[config.mk]
export PLATFORM = sky130hd
export DESIGN_NAME = t2_core
export DESIGN_NICKNAME = d
export VERILOG_FILES = /design/src/rtl/t2_pkg.sv /design/src/rtl/t2_fetch.sv /design/src/rtl/t2_decode.sv /design/src/rtl/t2_exec.sv /design/src/rtl/t2_core.sv
export SDC_FILE = /design/constraint.sdc
export NUM_CORES = 1
export LEC_CHECK = 0
export BUFFER_PORTS_ARGS = -buffer_cell sky130_fd_sc_hd__buf_2
export CAP_MARGIN = 25
export CORE_ASPECT_RATIO = 0.5
export CORE_MARGIN = 1
export CORE_UTILIZATION = 56
export CTS_CLUSTER_SIZE = 25
export DETAILED_ROUTE_END_ITERATION = 7
export MAX_ROUTING_LAYER = met4
export PLACE_DENSITY = 0.8
export SKIP_LAST_GASP = 1
export SLEW_MARGIN = 20
export SYNTH_ARGS = -nofsm -noshare
export SYNTH_HDL_FRONTEND = slang
export SYNTH_HIERARCHICAL = 1
export SYNTH_SLANG_ARGS = --single-unit
[constraint.sdc]
create_clock -name clk -period 3.2 [get_ports clk]
set_input_delay 0 -clock clk [delete_from_list [all_inputs] [get_ports clk]]
set_output_delay 0 -clock clk [all_outputs]
set_load 0.02 [all_outputs]
[src/rtl/t2_pkg.sv]
package t2_pkg;

    parameter int DW    = 2;
    parameter int AW    = 4;
    parameter int IW    = 8;
    localparam int DEPTH = 1 << AW;

    typedef logic [DW-1:0] word_t;
    typedef logic [AW-1:0] addr_t;
    typedef logic [IW-1:0] instr_t;

    typedef enum logic [1:0] {
        OP_ADD = 2'b00,
        OP_SUB = 2'b01,
        OP_AND = 2'b10,
        OP_OR  = 2'b11
    } alu_op_e;

    typedef enum logic [1:0] {
        BS_R0  = 2'b00,
        BS_R1  = 2'b01,
        BS_IMM = 2'b10,
        BS_BAD = 2'b11
    } bsel_e;

    typedef enum logic [1:0] {
        RS_R0  = 2'b00,
        RS_R1  = 2'b01,
        RS_IMM = 2'b10,
        RS_ALU = 2'b11
    } rsel_e;

    typedef struct packed {
        alu_op_e op;
        logic    a_sel;
        bsel_e   bsel;
        rsel_e   rsel;
        word_t   imm;
        logic    dst;
        logic    wen;
    } ctrl_t;

    // Split one instruction word into datapath controls.
    function automatic ctrl_t decode(instr_t w);
        ctrl_t c;
        c.op    = alu_op_e'(w[6:5]);
        c.a_sel = w[4];
        c.bsel  = bsel_e'({w[3], ~w[3] & w[2]});
        c.rsel  = rsel_e'({~w[7] | w[3], ~w[7] | (~w[3] & w[2])});
        c.imm   = w[2:1];
        c.dst   = w[0];
        c.wen   = ~w[7] | (w[6:4] == 3'b000);
        return c;
    endfunction

    function automatic word_t alu(alu_op_e op, word_t a, word_t b);
        word_t y;
        unique case (op)
            OP_ADD: y = a + b;
            OP_SUB: y = a - b;
            OP_AND: y = a & b;
            OP_OR:  y = a | b;
            default: y = '0;
        endcase
        return y;
    endfunction

endpackage

[src/rtl/t2_fetch.sv]
module t2_fetch
    import t2_pkg::*;
#(
    parameter logic [DEPTH*IW-1:0] PROG = '0
) (
    input  logic   clk,
    input  logic   rst,
    input  logic   ld_en,
    input  addr_t  ld_addr,
    input  instr_t ld_data,
    output addr_t  pc,
    output instr_t instr
);

    instr_t store [DEPTH];

    always_ff @(posedge clk) begin
        if (rst) begin
            for (int k = 0; k < DEPTH; k++) begin
                store[k] <= PROG[k*IW +: IW];
            end
        end else if (ld_en) begin
            store[ld_addr] <= ld_data;
        end
    end

    always_ff @(posedge clk) begin
        if (rst) begin
            pc <= '0;
        end else if (!ld_en) begin
            pc <= pc + addr_t'(1);
        end
    end

    assign instr = store[pc];

endmodule

[src/rtl/t2_decode.sv]
module t2_decode
    import t2_pkg::*;
(
    input  instr_t instr,
    output ctrl_t  ctrl
);

    always_comb begin
        ctrl = decode(instr);
    end

endmodule

[src/rtl/t2_exec.sv]
module t2_exec
    import t2_pkg::*;
#(
    parameter int NREG = 2
) (
    input  logic  clk,
    input  logic  rst,
    input  logic  hold,
    input  ctrl_t ctrl,
    output word_t r0,
    output word_t r1
);

    word_t regs [NREG];
    word_t opa;
    word_t opb;
    word_t alu_y;
    word_t res;

    always_comb begin
        opa = regs[ctrl.a_sel];
        unique case (ctrl.bsel)
            BS_R0:   opb = regs[0];
            BS_R1:   opb = regs[1];
            BS_IMM:  opb = ctrl.imm;
            default: opb = '0;
        endcase
        alu_y = alu(ctrl.op, opa, opb);
        unique case (ctrl.rsel)
            RS_R0:   res = regs[0];
            RS_R1:   res = regs[1];
            RS_IMM:  res = ctrl.imm;
            RS_ALU:  res = alu_y;
            default: res = '0;
        endcase
    end

    for (genvar g = 0; g < NREG; g++) begin : g_reg
        always_ff @(posedge clk) begin
            if (rst) begin
                regs[g] <= '0;
            end else if (!hold && ctrl.wen && (int'(ctrl.dst) == g)) begin
                regs[g] <= res;
            end
        end
    end

    assign r0 = regs[0];
    assign r1 = regs[1];

endmodule

[src/rtl/t2_core.sv]
module t2_core
    import t2_pkg::*;
#(
    parameter logic [DEPTH*IW-1:0] PROG = {
        8'h84, 8'h44, 8'h64, 8'hF1, 8'h0D, 8'h25, 8'h82, 8'h9E,
        8'h87, 8'h5C, 8'h71, 8'h8C, 8'h31, 8'h04, 8'h8B, 8'h8E
    }
) (
    input  logic       clk,
    input  logic       rst,
    input  logic       ld_en,
    input  logic [3:0] ld_addr,
    input  logic [7:0] ld_data,
    output logic [3:0] pc_o,
    output logic [1:0] r0_o,
    output logic [1:0] r1_o
);

    instr_t instr;
    ctrl_t  ctrl;

    t2_fetch #(.PROG(PROG)) u_fetch (
        .clk     (clk),
        .rst     (rst),
        .ld_en   (ld_en),
        .ld_addr (ld_addr),
        .ld_data (ld_data),
        .pc      (pc_o),
        .instr   (instr)
    );

    t2_decode u_dec (
        .instr (instr),
        .ctrl  (ctrl)
    );

    t2_exec u_exec (
        .clk  (clk),
        .rst  (rst),
        .hold (ld_en),
        .ctrl (ctrl),
        .r0   (r0_o),
        .r1   (r1_o)
    );

endmodule

### After elaboration in Yosys (flattened, before gate mapping)

Memory sizes are Yosys's and may differ from the RTL's. A register that Yosys moved wholly into a read port is not among the register bits.
Index checks and enable logic that the tools add are counted.

* bits in writable memories: 132
* memories: 2
* input port bits: 15
* word-level logic and storage cells: 55
* bits in registers: 4

Memory list
* u_fetch.store: words 16, bits a word 8, read ports 1, clocked after Yosys merged registers in 1, wr ports 16, line t2_fetch.sv:15 `instr_t store [DEPTH];`
* u_exec.regs: words 2, bits a word 2, read ports 3, clocked after Yosys merged registers in 0, wr ports 2, line t2_exec.sv:14 `word_t regs [NREG];`

* reductions and logical operators: 9
* bitwise operators: 11
* equal/unequal tests: 8
* mux-type cells: 21
* add/sub/neg operators: 3

Operators by type and width (number)
* 2-bit case mux with 4 select lines: 2
* 1-bit two-way mux: 12
* 4-bit two-way mux: 3
* 2-bit == test, second input constant: 5
* 8-bit two-way mux: 1
* 8-bit OR reduction: 1
* 2-bit by 1-bit == test with 1-bit output, second input constant: 3
* 2-bit zero test: 3
* 2-bit case mux with 3 select lines: 1
* 1-bit bitwise OR: 5
* 4-bit by 1-bit adder with 4-bit output, second input constant: 1
* 2-bit two-way mux: 2
* 1-bit logical AND: 3
* 3-bit zero test: 1
* 1-bit inverter: 3
* 2-bit adder: 1
* 2-bit AND: 1
* 2-bit bitwise OR: 1
* 2-bit subtractor: 1
* 1-bit AND: 1
* 1-bit zero test: 1

### Depth between registers and ports, before layout

Gate-level depths: netlist of run 1.

* word-level depth: 8
* gate-level depth with buffers: 14
* depth with buffers taken out: 12

### By module

Netlist of run 1, hierarchy kept.

Modules (own cells, without submodules)
* t2_fetch: cells an instance 404, area each 6144.6 um^2, times used 1, seq. area each 4003.8 um^2
* t2_exec: cells an instance 47, area each 447.9 um^2, times used 1, seq. area each 120.1 um^2
* t2_decode: cells an instance 11, area each 93.8 um^2, times used 1, seq. area each 0.0 um^2

### Worst setup path before layout of run 1

OpenSTA, ideal clock, no wires.

* kind: register -> register
* start: register with a tool-made name
* end: memory u_exec/regs[1][0] in the netlist's numbering, data pin
* stages on the path, launching flop included: 15
* clock period less this slack: 3266 ps
* data arrival time: 3010 ps
* slack: -66 ps
* library setup time: 256 ps
* required time: 2944 ps
* path buffers: 3
* cells stage by stage: dfxtp_1 -> buf_2 -> buf_2 -> mux4_2 -> a22oi_1 -> nand2_1 -> buf_4 -> mux2i_1 -> o22a_2 -> inv_1 -> ha_1 -> o21ai_1 -> mux2i_1 -> mux4_2 -> nor3b_1

RTL lines (line)
* end, declared: t2_exec.sv:14

==> run summary, run 1 <==
### Status
* **result of the run** finished clean

### Place
* **half-perimeter wire length of the detailed placement result** 9.93 mm
* **Post-DP Area** 0.00701 mm^2
* **Placer Congestion** 0.929
* **number of port buffers** 22
* **Inst Count DP** 627
* **post-placement worst setup slack** 0.0387 ns

### Final layout
* **non-filler instance count after layout** 672
* **Layout Cell Area excl Fill** 0.00770 mm^2
* **post-layout net count** 518
* **Layout area overhead** 15.1%
* **share of cells above drive strength 1** 28.1%
* **fin util** 68.0%

### Power
* **static leakage power** 0.00270 uW
* **combinational cell fraction of total power** 12.9%
* **power share of the sequential group** 47.0%
* **proportion of power drawn by the clock network** 40.1%
* **proportion of total power due to net switching** 24.4%
* **internal power** 3480 uW
* **reported net switching power** 1120 uW
* **Worst IR Drop VDD** 365 uV
* **power per cell area** 597 mW/mm^2

### Die
* **die span in x** 157 um
* **num rows** 27
* **die height** 79.3 um
* **Starting Density** 59.1%
* **core footprint** 0.0113 mm^2
* **Ports** 23
* **Total Die Area** 0.0124 mm^2

### GRT
* **first-pass GRT wire length** 23.7 mm
* **antenna violations before repair** 1
* **total global routing overflow** 0
* **number of global-route vias before repair** 3889
* **pin count of the biggest net entering global routing** 33
* **total routing resource utilization after global routing** 28.2%

### Critical path
* **Slowest Stage Delay on Critical Path** 0.53 ns
* **Critical Path RT** 3.36 ns
* **cells along the critical path** buf_12, buf_4, mux4_2, a22oi_2, nand2_2, mux2i_1, o22a_2, inv_1, ha_1, o21ai_1, mux2i_1, mux4_2, nor3b_1
* **arrival time at the worst endpoint** 3.29 ns
* **critical path peak fanout** 8
* **Crit. End Element** register
* **total buffers and inverters traversed by the critical path** 3
* **Worst setup SP type** register
* **critical setup path kind** register to register
* **slowest CP cell** sky130_fd_sc_hd__mux4_2
* **kind of cell adding the most delay to the critical path** multiplexers

### Synth
* **count of mapped cells out of synthesis** 462
* **sequential fraction of the synthesis area** 61.7%
* **Post-synth ARST share** 0%
* **total of warnings raised by yosys** 6
* **number of flops mapped to enable cells by yosys** 132
* **Mapped Area** 0.00669 mm^2
* **mean cell area of the mapped netlist** 14.5 um^2
* **Synth Net Count** 481
* **post-synth top area share** 59.3%
* **cells taking the most area after synthesis** sky130_fd_sc_hd__edfxtp_1 (59%), sky130_fd_sc_hd__mux4_2 (11%), sky130_fd_sc_hd__and2_1 (7.2%)
* **prevailing post-synth register cell** sky130_fd_sc_hd__edfxtp_1
* **count leader, synth** sky130_fd_sc_hd__edfxtp_1
* **post-synthesis cell type with the largest combined area** sky130_fd_sc_hd__edfxtp_1
* **synth unique cells** 42
* **Synth Register Bits** 140
* **top post-synthesis cells by count** sky130_fd_sc_hd__edfxtp_1 (132), sky130_fd_sc_hd__and2_1 (77), sky130_fd_sc_hd__or3_1 (39)

### Detailed routing
* **drt via density** 6.29
* **sum of routed wire length over all layers** 16.0 mm
* **initial drt markers** 611
* **mean routed wirelength per cell** 23.8 um
* **residual DRC count** 0
* **total number of vias** 4227
* **1st-pass router iterations** 5
* **Detail Route Antenna Nets** 0

### Timing
* **achievable clock frequency** 0.320 GHz
* **share of the cycle needed by the critical path after routing** 97.8%
* **number of failing setup endpoints in the final timing report** 0
* **sum of negative setup slack** 0 ns
* **min Tclk post-route** 3.13 ns
* **Worst Clk Skew** 0.00997 ns
* **worst slew slack as a fraction of its limit** 54.5%
* **measured slew at the worst slew-check pin** 0.683 ns
* **number of endpoints with negative hold slack in the final report** 0
* **max-slew violations** 0
* **final worst slack** 0.0710 ns

### Clock tree
* **Max Buffers Root-to-Sink** 2
* **post-CTS clock slew at the launch and capture registers of the worst setup and hold paths** 0.06 ns
* **H-Tree Level Count** 4
* **TritonCTS clock tree** yes
* **clock net sink count** 140
* **cts bufs inserted** 17
* **Clock Latency Late Sink** 0.42 ns
* **root buf cell** sky130_fd_sc_hd__clkbuf_16

### Hold path
* **hold_sp** ld_addr[1]
* **class of the tightest hold or removal check** input pin to register

### Run
* **max_cap viols** 0

[worst paths after layout]
| check | end | slack (ns) | depth (start not counted) |
|---|---|---|---|
| hold reg to reg | u_fetch/pc[0]$_SDFFE_PP0N_ | 0.58 | 2 |
| setup reg to reg | u_exec/regs[1][0]$_SDFFCE_PN0P_ | 0.07 | 13 |
| setup / recovery | u_exec/regs[1][0]$_SDFFCE_PN0P_ | 0.07 | 13 |
| hold / removal | u_fetch/store[0][3]$_SDFFCE_PN1P_ | 0.04 | 3 |
[what timing repair did]
item	CTS	global route
resized for setup	0	8
setup buffers	0	11
endpoints found under the setup margin	0	4
hold buffers	0	0
[registers in the layout, summed over array words and instances (netlist names), named ones only]
signal,cells
u_fetch/store,128
u_fetch/pc,4
u_exec/regs,4
[worst min-delay path: stages]
cell and delay, ns:
sky130_fd_sc_hd__buf_2 0.17, sky130_fd_sc_hd__nor3_4 0.11, sky130_fd_sc_hd__nand2b_1 0.07
[layer usage]
| metal | up-vias | wire (um) | global-route usage, % |
|---|---|---|---|
| li1 | 1805 | - | - |
| met1 | 2114 | 6710 | 40.3 |
| met2 | 270 | 7110 | 40.0 |
| met3 | 38 | 1860 | 6.11 |
| met4 | 0 | 331 | 10.0 |
| met5 | - | 0 | - |
[cells in the final DEF (no fill, tap or decap), drive strengths merged, types with 2 or more instances in the layout]
| cell type | synthesis | routed |
|---|---|---|
| a22oi | 16 | 16 |
| and2 | 77 | 77 |
| buf | 15 | 53 |
| clkbuf | 21 | 25 |
| clkinv | 0 | 4 |
| dfxtp | 8 | 8 |
| edfxtp | 132 | 132 |
| ha | 4 | 4 |
| inv | 5 | 9 |
| mux2i | 7 | 7 |
| mux4 | 33 | 33 |
| nand2 | 13 | 13 |
| nand2b | 22 | 22 |
| nand3b | 2 | 2 |
| nand4b | 3 | 3 |
| nand4bb | 2 | 2 |
| nor2 | 18 | 18 |
| nor2b | 4 | 4 |
| nor3 | 6 | 6 |
| o21ai | 2 | 2 |
| or2 | 16 | 16 |
| or3 | 39 | 39 |
| xnor2 | 2 | 2 |
| xor2 | 3 | 3 |
[power by group through the flow]
stage | sequential, uW | clock (uW) | combinational (uW)
6_report | 2160 | 1840 | 594
5_1_grt | 2170 | 1920 | 628
4_1_cts | 2160 | 1850 | 544
3_5_place_dp | 2190 | 0 | 538
3_3_place_gp | 2180 | 0 | 529
2_1_floorplan | 2180 | 0 | 381
[metrics by stage]
step           power, uW  hold slack [ns]
6_report            4600           0.0428
4_1_cts             4550           0.0327
3_3_place_gp        2710            0.444
5_1_grt             4720           0.0612
3_5_place_dp        2730            0.447
2_1_floorplan       2560            0.178
[final cells by class]
type,instances,area (um^2)
Antenna cell,1,2.50
Clock buffer,24,494
Timing Repair Buffer,54,405
Sequential cell,140,4130
Multi-Input combinational cell,281,2390
Fill cell,725,3620
Tap cell,159,199
Inverter,5,18.8
Clock inverter,8,55.1
[cells by family after synthesis]
group	count (synthesis)	share of synthesized area, %
buf+inv	41	2.94
xor+xnor	5	0.655
fa+ha+maj	4	0.749
flops	140	61.7
simple gates	206	18.9
compound gates	26	2.88
mux	40	12.2
No activity file was read; power rests on OpenSTA's default activity.
==> run 2: changes to the inputs <==
--- a/config.mk
+++ b/config.mk
@@ -5,15 +5,15 @@
 export SDC_FILE = /design/constraint.sdc
 export NUM_CORES = 1
 export LEC_CHECK = 0
-export BUFFER_PORTS_ARGS = -buffer_cell sky130_fd_sc_hd__buf_2
 export CAP_MARGIN = 25
 export CORE_ASPECT_RATIO = 0.5
 export CORE_MARGIN = 1
-export CORE_UTILIZATION = 56
+export CORE_UTILIZATION = 57
 export CTS_CLUSTER_SIZE = 25
 export DETAILED_ROUTE_END_ITERATION = 7
+export DONT_BUFFER_PORTS = 1
 export MAX_ROUTING_LAYER = met4
-export PLACE_DENSITY = 0.8
+export PLACE_DENSITY = 0.79
 export SKIP_LAST_GASP = 1
 export SLEW_MARGIN = 20
 export SYNTH_ARGS = -nofsm -noshare
==> run 2 against run 1 <==
Via count increased by 2.6%. Clock power up 6%. Utilization grew 3.5 points. Hold slack worse by 0.023 ns. Cell count is 1.8% higher. Critical path depth did not move. Die area decreased by 1.7%. Global-route usage increased by 1.9 points. Sequential power about the same. Routed wire length increased by 4.2%. Largest power group unchanged. Clock-buffer cell count decreased by 2. Flip-flop and latch count unchanged. The run now ends with negative setup slack left.
==> run summary, run 2 (synthesis gave the netlist of run 1 again) <==
### Critical path
* **arrival time at the worst endpoint** 3.42 ns
* **critical path peak fanout** 8
* **Worst setup SP type** register
* **register-to-register setup slack** -0.06 ns
* **cells on worst reg2reg path** 13
* **critical setup path kind** register to register
* **endpoint of the worst-slack reg-to-reg timing path** u_exec/regs[1][0]$_SDFFCE_PN0P_
* **Crit. End Element** register
* **Critical Path RT** 3.36 ns

### Power
* **reported net switching power** 1120 uW
* **Worst IR Drop VDD** 415 uV
* **static leakage power** 0.00278 uW
* **power per cell area** 591 mW/mm^2
* **proportion of power drawn by the clock network** 41.2%
* **internal power** 3620 uW
* **power share of the sequential group** 45.7%
* **combinational cell fraction of total power** 13.2%
* **proportion of total power due to net switching** 23.6%

### Clock tree
* **H-Tree Level Count** 4
* **cts bufs inserted** 17
* **TritonCTS clock tree** yes
* **post-CTS clock slew at the launch and capture registers of the worst setup and hold paths** 0.06 ns
* **Clock Latency Late Sink** 0.42 ns
* **clock net sink count** 140
* **root buf cell** sky130_fd_sc_hd__clkbuf_16
* **Max Buffers Root-to-Sink** 2

### Final layout
* **commonest cells after routing, fill and taps aside** sky130_fd_sc_hd__edfxtp_1 (132), sky130_fd_sc_hd__and2_1 (77), sky130_fd_sc_hd__or3_1 (39)
* **biggest registers after layout** u_fetch/store (128), u_exec/regs (4), u_fetch/pc (4)
* **fin util** 71.5%
* **Ant. Diodes** 0
* **Largest register FFs** 128
* **Top reg by flops** u_fetch/store
* **Filler Cell Count** 667
* **non-filler instance count after layout** 684
* **share of cells above drive strength 1** 26.3%
* **commonest non-fill, non-tap cell in the layout** sky130_fd_sc_hd__edfxtp_1
* **Layout area overhead** 19.9%
* **post-layout net count** 531

### Detailed routing
* **residual DRC count** 0
* **drt via density** 6.34
* **total number of vias** 4337
* **sum of routed wire length over all layers** 16.7 mm
* **Detail Route Antenna Nets** 0
* **mean routed wirelength per cell** 24.4 um
* **1st-pass router iterations** 7
* **initial drt markers** 547

### Die
* **Total Die Area** 0.0122 mm^2
* **Ports** 23
* **num rows** 27
* **die height** 78.6 um
* **core footprint** 0.0112 mm^2
* **Starting Density** 59.6%
* **die span in x** 155 um

### Run
* **max_cap viols** 0

### Timing
* **final worst slack** -0.0564 ns
* **share of the cycle needed by the critical path after routing** 102%
* **sum of negative setup slack** -0.0758 ns
* **number of endpoints with negative hold slack in the final report** 0
* **Worst Clk Skew** 0.00622 ns
* **max-slew violations** 0
* **worst slew slack as a fraction of its limit** 41.7%
* **unrepaired setup endpoints after global routing** true
* **min Tclk post-route** 3.26 ns
* **measured slew at the worst slew-check pin** 0.871 ns
* **achievable clock frequency** 0.307 GHz
* **number of failing setup endpoints in the final timing report** 2

### GRT
* **total routing resource utilization after global routing** 30.1%
* **antenna violations before repair** 0
* **total global routing overflow** 0
* **first-pass GRT wire length** 24.9 mm
* **number of global-route vias before repair** 4268
* **pin count of the biggest net entering global routing** 26

### Status
* **violated checks** negative setup slack
* **result of the run** finished, violations left

### Hold path
* **class of the tightest hold or removal check** input pin to register
* **Hold Crit Endpoint** u_fetch/store[0][2]$_SDFFCE_PN1P_
* **instance count along the most critical hold path** 1
* **hold_sp** rst

### Place
* **Inst Count DP** 610
* **half-perimeter wire length of the detailed placement result** 9.58 mm
* **post-placement worst setup slack** -0.000597 ns
* **number of port buffers** 0
* **Placer Congestion** 0.870

## run 2: how the worst max path moves through the flow
stage	start	end	slack [ns]
2_1_floorplan	register	u_exec/regs[1][0]$_SDFFCE_PN0P_	0.02
3_3_place_gp	register	u_exec/regs[1][0]$_SDFFCE_PN0P_	0.04
3_5_place_dp	register	u_exec/regs[1][0]$_SDFFCE_PN0P_	-0.0006
4_1_cts	register	u_exec/regs[1][0]$_SDFFCE_PN0P_	0.0006
5_1_grt	register	u_exec/regs[1][0]$_SDFFCE_PN0P_	-0.14
6_report	register	u_exec/regs[1][0]$_SDFFCE_PN0P_	-0.06
## run 2: metal layers
layer	up-vias	part of all wire (%)	global-route usage, %
met5	-	0	-
met4	0	2.8	11.1
met3	54	12	10.8
met2	308	46	45.4
met1	2150	39	37.8
li1	1825	-	-
## run 2: final cells by class
cell class | count | area [um^2] | area share, %
Clock inverter | 10 | 115 | 1.44
Multi-Input combinational cell | 281 | 2440 | 30.5
Tap cell | 159 | 199 | 2.48
Inverter | 5 | 18.8 | 0.234
Clock buffer | 22 | 474 | 5.91
Timing Repair Buffer | 67 | 641 | 7.99
Sequential cell | 140 | 4130 | 51.5
## run 2: worst max-delay path, cell delays in order, from the launching register on
cell,delay (ns)
sky130_fd_sc_hd__dfxtp_4,0.40
sky130_fd_sc_hd__buf_12,0.16
sky130_fd_sc_hd__buf_8,0.11
sky130_fd_sc_hd__mux4_2,0.53
sky130_fd_sc_hd__a22oi_2,0.20
sky130_fd_sc_hd__nand2_2,0.10
sky130_fd_sc_hd__mux2i_1,0.21
sky130_fd_sc_hd__o22a_2,0.22
sky130_fd_sc_hd__inv_2,0.06
sky130_fd_sc_hd__ha_4,0.15
sky130_fd_sc_hd__o21ai_2,0.13
sky130_fd_sc_hd__mux2i_1,0.08
sky130_fd_sc_hd__mux4_2,0.49
sky130_fd_sc_hd__nor3b_4,0.17
## run 2: what timing repair did
action                     CTS  global route
setup endpoints to repair    4             4
hold buffers                31             0
gates cloned                 1             0
resized for setup            9            15
buffers inserted             9             2
hold endpoints to repair   264             0
pin swaps                    5             9
## run 2: power groups by stage
stage	Sequential (uW)	Combinational, uW	Clock, uW
6_report	2170	625	1950
5_1_grt	2170	662	2020
4_1_cts	2160	584	1950
3_5_place_dp	2200	481	0
3_3_place_gp	2190	474	0
2_1_floorplan	2180	381	0
## run 2: per-stage QoR
| stage | instance area (um^2) | power, uW | hold slack [ns] |
|---|---|---|---|
| 6_report | 8020 | 4740 | 0.0198 |
| 5_1_grt | 8020 | 4850 | 0.0172 |
| 4_1_cts | 7950 | 4700 | 0.000310 |
| 3_5_place_dp | 6920 | 2680 | 0.0835 |
| 3_3_place_gp | 6920 | 2660 | 0.0769 |
| 2_1_floorplan | 6690 | 2560 | 0.178 |
==> run 3: changes to the inputs <==
--- a/config.mk
+++ b/config.mk
@@ -8,12 +8,12 @@
 export CAP_MARGIN = 25
 export CORE_ASPECT_RATIO = 0.5
 export CORE_MARGIN = 1
-export CORE_UTILIZATION = 57
+export CORE_UTILIZATION = 60
 export CTS_CLUSTER_SIZE = 25
 export DETAILED_ROUTE_END_ITERATION = 7
 export DONT_BUFFER_PORTS = 1
 export MAX_ROUTING_LAYER = met4
-export PLACE_DENSITY = 0.79
+export PLACE_DENSITY = 0.8
 export SKIP_LAST_GASP = 1
 export SLEW_MARGIN = 20
 export SYNTH_ARGS = -nofsm -noshare
==> constraint.sdc (replaced) <==
create_clock -name clk -period 3.45 [get_ports clk]
set_input_delay 0 -clock clk [delete_from_list [all_inputs] [get_ports clk]]
set_output_delay 0 -clock clk [all_outputs]
set_load 0.02 [all_outputs]
==> run 3 against run 2 <==
The flow now finishes without violations. Maximum frequency decreased by 2.1%. Setup slack improved by 0.18 ns. Sequential power decreased by 7%. Cell area decreased by 4.5%. Cell count decreased by 7.0%. Largest power group unchanged.
==> run summary, run 3 (synthesis gave the netlist of run 1 again) <==
### GRT
* **number of global-route vias before repair** 4122
* **antenna violations before repair** 1
* **first-pass GRT wire length** 24.2 mm
* **total global routing overflow** 0
* **pin count of the biggest net entering global routing** 33
* **total routing resource utilization after global routing** 31.0%

### Die
* **num rows** 26
* **Total Die Area** 0.0116 mm^2
* **Starting Density** 63.6%
* **Ports** 23
* **die span in x** 151 um
* **core footprint** 0.0105 mm^2
* **die height** 76.6 um

### Place
* **Placer Congestion** 0.936
* **Post-DP Area** 0.00680 mm^2
* **number of port buffers** 0
* **half-perimeter wire length of the detailed placement result** 9.69 mm
* **post-placement worst setup slack** 0.157 ns

### Final layout
* **post-layout net count** 501
* **Largest register FFs** 128
* **commonest non-fill, non-tap cell in the layout** sky130_fd_sc_hd__edfxtp_1
* **biggest registers after layout** u_fetch/store (128), u_exec/regs (4), u_fetch/pc (4)
* **Layout area overhead** 14.6%
* **Top reg by flops** u_fetch/store
* **commonest cells after routing, fill and taps aside** sky130_fd_sc_hd__edfxtp_1 (132), sky130_fd_sc_hd__and2_1 (77), sky130_fd_sc_hd__or3_1 (39)
* **share of cells above drive strength 1** 21.2%
* **Layout Cell Area excl Fill** 0.00766 mm^2

### Clock tree
* **cts bufs inserted** 17
* **Max Buffers Root-to-Sink** 2
* **post-CTS clock slew at the launch and capture registers of the worst setup and hold paths** 0.06 ns
* **root buf cell** sky130_fd_sc_hd__clkbuf_16
* **TritonCTS clock tree** yes
* **clock net sink count** 140
* **H-Tree Level Count** 4
* **Clock Latency Late Sink** 0.41 ns

### Run
* **max_cap viols** 0

### Critical path
* **cells on worst reg2reg path** 13
* **critical path peak fanout** 16
* **kind of cell adding the most delay to the critical path** multiplexers
* **slowest CP cell** sky130_fd_sc_hd__mux4_2
* **Critical Path RT** 3.59 ns
* **Crit. End Element** register
* **arrival time at the worst endpoint** 3.46 ns
* **Slowest Stage Delay on Critical Path** 0.53 ns
* **cells along the critical path** buf_12, mux4_2, a22oi_2, nand2_1, nor2b_4, nand2_1, o22a_2, inv_1, ha_1, o21ai_1, mux2i_1, mux4_2, nor3b_1
* **total buffers and inverters traversed by the critical path** 2
* **critical setup path kind** register to register
* **endpoint of the worst-slack reg-to-reg timing path** u_exec/regs[1][0]$_SDFFCE_PN0P_
* **Worst setup SP type** register
* **register-to-register setup slack** 0.12 ns

### Timing
* **unrepaired setup endpoints after global routing** false
* **measured slew at the worst slew-check pin** 0.828 ns
* **worst slew slack as a fraction of its limit** 44.6%
* **share of the cycle needed by the critical path after routing** 96.4%
* **number of endpoints with negative hold slack in the final report** 0
* **Worst Clk Skew** 0.00756 ns
* **min Tclk post-route** 3.33 ns
* **max-slew violations** 0
* **achievable clock frequency** 0.301 GHz
* **sum of negative setup slack** 0 ns
* **final worst slack** 0.124 ns
* **number of failing setup endpoints in the final timing report** 0

### Status
* **result of the run** finished clean

### Power
* **power per cell area** 569 mW/mm^2
* **total power consumption of the routed design** 4350 uW
* **static leakage power** 0.00262 uW
* **Worst IR Drop VDD** 376 uV

### Detailed routing
* **initial drt markers** 456
* **residual DRC count** 0
* **total number of vias** 4205
* **sum of routed wire length over all layers** 16.1 mm
* **mean routed wirelength per cell** 25.3 um
* **1st-pass router iterations** 5
* **drt via density** 6.61
* **Detail Route Antenna Nets** 0

### Hold path
* **instance count along the most critical hold path** 2
* **Hold Crit Endpoint** u_fetch/store[10][0]$_SDFFCE_PN1P_
* **class of the tightest hold or removal check** input pin to register
* **hold_sp** ld_en

[run 3: power breakdown]
group	internal, uW	leakage (uW)	total (uW)	switching [uW]
sequential	1960	0.00135	2010	50.4
combinational	226	0.000976	498	272
clock	1140	0.000285	1850	708
[run 3: timing repair]
item                       4_1_cts  5_1_grt
buffers inserted                 0        6
setup endpoints to repair        0        4
resized for setup                0        2
hold buffers                    20        0
hold endpoints to repair       264        0
[run 3: how the worst max path moves through the flow]
stage                         from                              end  slack, ns  cells past startpoint
after global placement    register  u_exec/regs[1][0]$_SDFFCE_PN0P_       0.23                     12
after CTS                 register  u_exec/regs[1][0]$_SDFFCE_PN0P_       0.09                     12
after detailed placement  register  u_exec/regs[1][0]$_SDFFCE_PN0P_       0.16                     12
after floorplan           register  u_exec/regs[1][0]$_SDFFCE_PN0P_       0.18                     14
final                     register  u_exec/regs[1][0]$_SDFFCE_PN0P_       0.12                     13
after global routing      register  u_exec/regs[1][0]$_SDFFCE_PN0P_       0.01                     12
[run 3: worst register-to-register path, delay by kind of cell, from the launching register on]
kind / cells / cell delay, ns
AND/OR/NAND/NOR: 4 / 0.55
multiplexers: 3 / 1.11
AO/OA/AOI/OAI: 3 / 0.57
flip-flops: 1 / 0.38
buffers and inverters: 2 / 0.25
adder cells (fa/ha/maj): 1 / 0.19
[run 3: layer usage]
metal	vias up	track usage (%)	routed length, um
li1	1768	-	-
met1	2101	41.7	6240
met2	300	44.1	7530
met3	36	10.7	2040
met4	0	10.5	278
met5	-	-	0
[run 3: area by class of cell]
| cell class | instances | area [um^2] |
|---|---|---|
| multi-input combinational | 281 | 2370 |
| tap | 140 | 175 |
| inverter | 5 | 18.8 |
| timing repair buffer | 37 | 369 |
| clock buffer | 19 | 433 |
| antenna | 1 | 2.50 |
| fill | 606 | 2850 |
| sequential | 140 | 4130 |
| clock inverter | 13 | 163 |
[run 3: through the flow]
stage / hold slack (ns) / std cells / util [%]
2_1_floorplan: 0.178 / 462 / -
3_3_place_gp: 0.0765 / 576 / 64.7
3_5_place_dp: 0.0787 / 576 / 64.7
4_1_cts: 0.0787 / 628 / 72.3
5_1_grt: 0.0883 / 636 / 72.9
6_report: 0.101 / 636 / 72.9
